===== src/rtl/sig_row_pkg.sv =====
package sig_row_pkg;
  localparam int unsigned ROW_ENTRIES = 4;
  localparam int unsigned ROW_ADDR_W  = 16;
  // signature row map; entry order matches the packed value parameter
  localparam logic [ROW_ADDR_W-1:0] ROW_ADDR [ROW_ENTRIES] = '{
    16'h0000, 16'h0002, 16'h0004, 16'h0001
  };
  localparam logic [7:0] RSVD_BYTE = 8'hFF;
endpackage


===== src/rtl/sig_row_win_ctl.sv =====
module sig_row_win_ctl #(
  parameter int unsigned DATA_W     = 8,
  parameter int unsigned EN_BIT     = 0,
  parameter int unsigned SIG_BIT    = 5,
  parameter int unsigned WIN_CYCLES = 3
) (
  input  logic              clk_i,
  input  logic              rst_ni,
  input  logic              reg_we_i,
  input  logic [DATA_W-1:0] reg_wdata_i,
  input  logic              ld_req_i,
  output logic              win_open_o
);
  localparam int unsigned CNT_W = $clog2(WIN_CYCLES + 1);

  logic             arm_w;
  logic [CNT_W-1:0] age_q;
  logic             open_q;

  assign arm_w = reg_wdata_i[EN_BIT] & reg_wdata_i[SIG_BIT];

  // register writes take priority over window expiry
  always_ff @(posedge clk_i or negedge rst_ni) begin
    if (!rst_ni) begin
      open_q <= 1'b0;
      age_q  <= '0;
    end else if (reg_we_i) begin
      open_q <= arm_w;
      age_q  <= arm_w ? CNT_W'(1) : '0;
    end else if (open_q) begin
      if (ld_req_i || age_q == CNT_W'(WIN_CYCLES)) begin
        open_q <= 1'b0;
        age_q  <= '0;
      end else begin
        age_q  <= age_q + CNT_W'(1);
      end
    end
  end

  assign win_open_o = open_q;
endmodule


===== src/rtl/sig_row_lookup.sv =====
module sig_row_lookup
  import sig_row_pkg::*;
#(
  parameter int unsigned DATA_W = 8,
  parameter logic [ROW_ENTRIES*8-1:0] ROW_VALUES = {8'hA7, 8'h01, 8'h98, 8'h1E}
) (
  input  logic [ROW_ADDR_W-1:0] addr_i,
  output logic [DATA_W-1:0]     byte_o
);
  logic [ROW_ENTRIES-1:0] hit;

  for (genvar i = 0; i < ROW_ENTRIES; i++) begin : g_match
    assign hit[i] = (addr_i == ROW_ADDR[i]);
  end

  always_comb begin
    byte_o = DATA_W'(RSVD_BYTE);
    for (int i = 0; i < ROW_ENTRIES; i++) begin
      if (hit[i]) byte_o = DATA_W'(ROW_VALUES[i*8 +: 8]);
    end
  end
endmodule


===== src/rtl/sig_row_rd_ctrl.sv =====
module sig_row_rd_ctrl
  import sig_row_pkg::*;
#(
  parameter int unsigned DATA_W     = 8,
  parameter int unsigned EN_BIT     = 0,
  parameter int unsigned SIG_BIT    = 5,
  parameter int unsigned WIN_CYCLES = 3,
  parameter logic [7:0]  SIG_B1     = 8'h1E,
  parameter logic [7:0]  SIG_B2     = 8'h98,
  parameter logic [7:0]  SIG_B3     = 8'h01,
  parameter logic [7:0]  CAL_B      = 8'hA7
) (
  input  logic                  clk_i,
  input  logic                  rst_ni,
  input  logic                  reg_we_i,
  input  logic [DATA_W-1:0]     reg_wdata_i,
  input  logic                  ld_req_i,
  input  logic [ROW_ADDR_W-1:0] ld_addr_i,
  input  logic [DATA_W-1:0]     flash_rdata_i,
  output logic [DATA_W-1:0]     rd_data_o,
  output logic                  win_open_o
);
  localparam logic [ROW_ENTRIES*8-1:0] ROW_VALUES = {CAL_B, SIG_B3, SIG_B2, SIG_B1};

  logic              win_open;
  logic [DATA_W-1:0] sig_byte;

  sig_row_win_ctl #(
    .DATA_W     (DATA_W),
    .EN_BIT     (EN_BIT),
    .SIG_BIT    (SIG_BIT),
    .WIN_CYCLES (WIN_CYCLES)
  ) u_win_ctl (
    .clk_i       (clk_i),
    .rst_ni      (rst_ni),
    .reg_we_i    (reg_we_i),
    .reg_wdata_i (reg_wdata_i),
    .ld_req_i    (ld_req_i),
    .win_open_o  (win_open)
  );

  sig_row_lookup #(
    .DATA_W     (DATA_W),
    .ROW_VALUES (ROW_VALUES)
  ) u_lookup (
    .addr_i (ld_addr_i),
    .byte_o (sig_byte)
  );

  assign rd_data_o  = (win_open && ld_req_i) ? sig_byte : flash_rdata_i;
  assign win_open_o = win_open;
endmodule


===== config.mk =====
export PLATFORM = sky130hd
export DESIGN_NAME = sig_row_rd_ctrl
export DESIGN_NICKNAME = d
export VERILOG_FILES = /design/src/rtl/sig_row_pkg.sv /design/src/rtl/sig_row_win_ctl.sv /design/src/rtl/sig_row_lookup.sv /design/src/rtl/sig_row_rd_ctrl.sv
export SDC_FILE = /design/constraint.sdc
export NUM_CORES = 1
export LEC_CHECK = 0
export BUFFER_PORTS_ARGS = -buffer_cell sky130_fd_sc_hd__buf_2
export CORE_MARGIN = 4
export CORE_UTILIZATION = 25
export DETAILED_ROUTE_END_ITERATION = 16
export PLACE_DENSITY = 0.74
export REMOVE_ABC_BUFFERS = 1
export SLEW_MARGIN = 40
export SYNTH_ARGS = -nofsm -noshare
export SYNTH_HDL_FRONTEND = slang
export SYNTH_HIERARCHICAL = 1
export SYNTH_SLANG_ARGS = --single-unit

===== constraint.sdc =====
create_clock -name clk_i -period 2.4 [get_ports clk_i]
set_input_delay 0.48 -clock clk_i [delete_from_list [all_inputs] [get_ports clk_i]]
set_output_delay 0.48 -clock clk_i [all_outputs]
set_load 0.01 [all_outputs]

==> summary by stage <==
Finish
The layout has 134 filler cells. The combined flip-flop and latch cell area is 75.1 sq um. The post-layout net count is 122. The multi-input gate area in the final layout is 324 sq um. The antenna diode count is 0. The share of final-layout standard cells stronger than drive strength 1 is 0.714. The synthesis-to-finish area growth is 81.2%.

Power and ir drop
VDD sags by at most 0.194 mV. The share of total power dissipated in combinational logic is 0.367. The share of total power dissipated in sequential elements is 0.247. The analysis attributes to net switching a power of 0.0620 mW.

The power per cell area is 329 nW/um^2. Of the total power, the share spent switching nets is 0.270. The part of the total power dissipated in the clock network is 0.387. The overall power is 0.229 mW. The cell internal power dissipation is 0.167 mW. The analysis attributes to cell leakage a power of 0.351 nW.

Setup path
The type of origin of the critical path is an input port. The critical path endpoint category is an output pin. Along the worst path, the maximum fanout reaches 4.

The origin of the worst setup path is ld_addr_i[3]. The startpoint identified for the worst register-to-register timing path is u_win_ctl/age_q[0]. The category of the most critical setup path is in -> out. The endpoint required time on the critical path is 1.92 ns. The critical path data arrival time is 2.18 ns.

Clock tree
The longest clock path from root to sink contains 2 buffers. Hold repair after CTS inserted 0 buffers. The tree is rooted in a sky130_fd_sc_hd__clkbuf_4. After clock tree synthesis, the clock-pin slew on the worst setup and hold paths is 0.04 ns. The clock insertion delay at the later pin of the skew report is 0.23 ns.

The clock net in this run drives a total of 3 sinks. In this run the number of H-tree levels came out at 1. The CTS tree is built. TritonCTS created 3 clock buffers.

Routing
After detailed routing, the average wire length per cell comes to 11.7 microns. For this block, the routed nets add up to 1160 microns of wire. In the routed design, unresolved DRC markers number 0. For this block, the via count after detailed routing is 489. The number of DRC violations after detailed-routing iteration 0 is 6. Before antenna repair, the detailed router went through 4 iterations.

The post-detailed-route count of antenna-violating nets is 0. In the routed layout, each cell is associated on average with a via count of 4.94.

Die
45 I/O pins were placed. The die footprint is 2230 sq um. For this configuration, the core starts out at a cell density of 0.279. The vertical die dimension is 47.3 microns. The die width is 47.3 microns. In this run the standard cell core region covers 1380 sq um. The floorplan has 13 rows.

Synth
After synthesis, the mean cell area works out to 9.40 sq um. The share of the Yosys chip area taken by registers is 0.195. Synthesis produced a netlist whose cell count is 41. The synthesized netlist occupies a cell area of 385 sq um. During synthesis, Yosys emitted a total of 6 warnings. The register bit total from synthesis is 3. The count of distinct cell types in the synthesized netlist is 24.

GRT
The wire length of the first global-routing pass is 1650 microns. The maximum number of pins on one net before global-route repair is 9. The residual overflow from global routing is 0. The via count of the first global-routing pass is 420. The initial antenna violation count is 0. The overall global routing resource usage is 0.108.

Placement
The setup slack after placement is -0.316 ns. The weighted congestion at the end of routability-driven global placement is 0.634. The number of I/O port buffers is 38.

Status
The final reports fail on setup timing. The flow ran to the end, but the final reports show violations.

Worst hold path
The worst hold path belongs to the class in -> async.

STA
The minimum setup slack in the final design is -0.257 ns. The number of setup violations in the final report is 7. The shortest period the worst path allows is 2.66 ns. The number of hold violations in the final report is 0. At the pin with the least slew margin, the transition time is 0.295 ns.

Timing would allow up to 0.376 GHz. For the final database, setup skew stands at 0.00475 ns. Setup repair after global routing could not meet its margin everywhere. The worst slew margin relative to its limit is 0.803. The final number of max-transition violations is 0.

Dividing the final minimum period by the clock period gives 1.11.

Job
The number of maximum-capacitance violations is 0.
-- what timing repair did --
item	in CTS	in global routing
pin swaps	3	1
endpoints found under the setup margin	7	7
setup buffers	0	0
gates resized for setup	9	4
-- stage by stage --
| step | hold slack (ns) | setup TNS (ns) | cells | util | instance area, sq um |
|---|---|---|---|---|---|
| 2_1_floorplan | 0.184 | -0.119 | 39 | - | 370 |
| 3_3_place_gp | 0.277 | -1.61 | 95 | 0.435 | 602 |
| 3_5_place_dp | 0.280 | -1.67 | 95 | 0.435 | 602 |
| 4_1_cts | 0.0305 | -1.74 | 99 | 0.490 | 678 |
| 5_1_grt | 0.0205 | -1.72 | 99 | 0.505 | 698 |
| 6_report | 0.0335 | -1.54 | 99 | 0.505 | 698 |
-- cells in the final DEF (no fill, tap or decap), drive strengths merged --
cell type	netlist	routed
a211o	1	1
a21boi	1	1
a21o	1	1
a21oi	1	1
a31oi	1	1
a32o	1	1
and3	1	1
buf	2	41
clkbuf	0	4
dfrtp	3	3
ha	1	1
inv	1	1
mux2	8	8
nand2	2	2
nor2	3	3
nor3b	1	1
nor4	2	2
o2111ai	1	1
or2b	1	1
or3	4	4
or4	1	1
or4b	2	2
xnor2	2	2
-- final timing paths --
path,to,slack [ns],cells after the start
setup / recovery,rd_data_o[1],-0.26,6
hold / removal,u_win_ctl/age_q[0],0.03,1
setup reg to reg,u_win_ctl/age_q[0],1.04,3
hold reg to reg,u_win_ctl/age_q[1],0.49,1
max in group asynchronous,u_win_ctl/win_open_o,2.25,1
min in group clk_i,u_win_ctl/age_q[1],0.49,1
-- layout make-up --
class,count,share of cell area
clock buffers,4,0.0376
flip-flops and latches,3,0.108
multi-input cells,35,0.464
repair buffers,41,0.358
inverters,1,0.00538
well taps,15,0.0269
-- flip-flops by register name, indices dropped and copies added, names as in the netlist --
register              count
u_win_ctl/age_q           2
u_win_ctl/win_open_o      1
-- kinds of logic after synthesis --
family / count (synthesis) / synth area share
xor+xnor: 2 / 0.0455
mux: 8 / 0.234
fa+ha+maj: 1 / 0.0325
flops: 3 / 0.195
compound gates: 7 / 0.143
buf+inv: 3 / 0.0487
simple gates: 17 / 0.302
-- worst max-delay path, cell delays in order --
cell                     delay [ns]
sky130_fd_sc_hd__buf_6         0.09
sky130_fd_sc_hd__or4_4         0.53
sky130_fd_sc_hd__or3_4         0.35
sky130_fd_sc_hd__or3_4         0.34
sky130_fd_sc_hd__mux2_4        0.28
sky130_fd_sc_hd__buf_6         0.12
-- synthesized netlist by cell type --
cell / instances / share of area
sky130_fd_sc_hd__a31oi_1: 1 / 0.016
sky130_fd_sc_hd__a21boi_0: 1 / 0.019
sky130_fd_sc_hd__dfrtp_1: 3 / 0.19
sky130_fd_sc_hd__nand2_1: 1 / 0.0097
sky130_fd_sc_hd__nand2_2: 1 / 0.016
sky130_fd_sc_hd__xnor2_1: 2 / 0.045
sky130_fd_sc_hd__or4b_1: 2 / 0.052
sky130_fd_sc_hd__or3_4: 1 / 0.029
sky130_fd_sc_hd__o2111ai_1: 1 / 0.023
sky130_fd_sc_hd__a211o_2: 1 / 0.026
sky130_fd_sc_hd__nor2_1: 3 / 0.029
sky130_fd_sc_hd__buf_4: 2 / 0.039
sky130_fd_sc_hd__ha_1: 1 / 0.032
sky130_fd_sc_hd__or3_1: 3 / 0.049
sky130_fd_sc_hd__mux2_2: 8 / 0.23
sky130_fd_sc_hd__or2b_1: 1 / 0.019
sky130_fd_sc_hd__nor3b_1: 1 / 0.019
sky130_fd_sc_hd__a21oi_1: 1 / 0.013
sky130_fd_sc_hd__a21o_1: 1 / 0.019
sky130_fd_sc_hd__a32o_1: 1 / 0.026
sky130_fd_sc_hd__inv_1: 1 / 0.0097
sky130_fd_sc_hd__nor4_1: 2 / 0.032
sky130_fd_sc_hd__or4_4: 1 / 0.029
sky130_fd_sc_hd__and3_1: 1 / 0.016
-- metal layers --
metal  part of all wire  routed length, microns  global-route usage
met5                  0                       0                   0
met4                  0                       0              0.0663
met3               0.11                     132              0.0421
met2               0.51                     587               0.171
met1               0.38                     441               0.120
-- power groups by stage --
stage | logic (mW) | clock network (mW) | registers, mW
4_1_cts | 0.0812 | 0.0913 | 0.0567
2_1_floorplan | 0.0304 | 0 | 0.0573
3_3_place_gp | 0.0694 | 0 | 0.0572
3_5_place_dp | 0.0711 | 0 | 0.0574
5_1_grt | 0.0926 | 0.102 | 0.0574
6_report | 0.0841 | 0.0887 | 0.0566
Note: power is estimated with default switching activity, not from simulation.
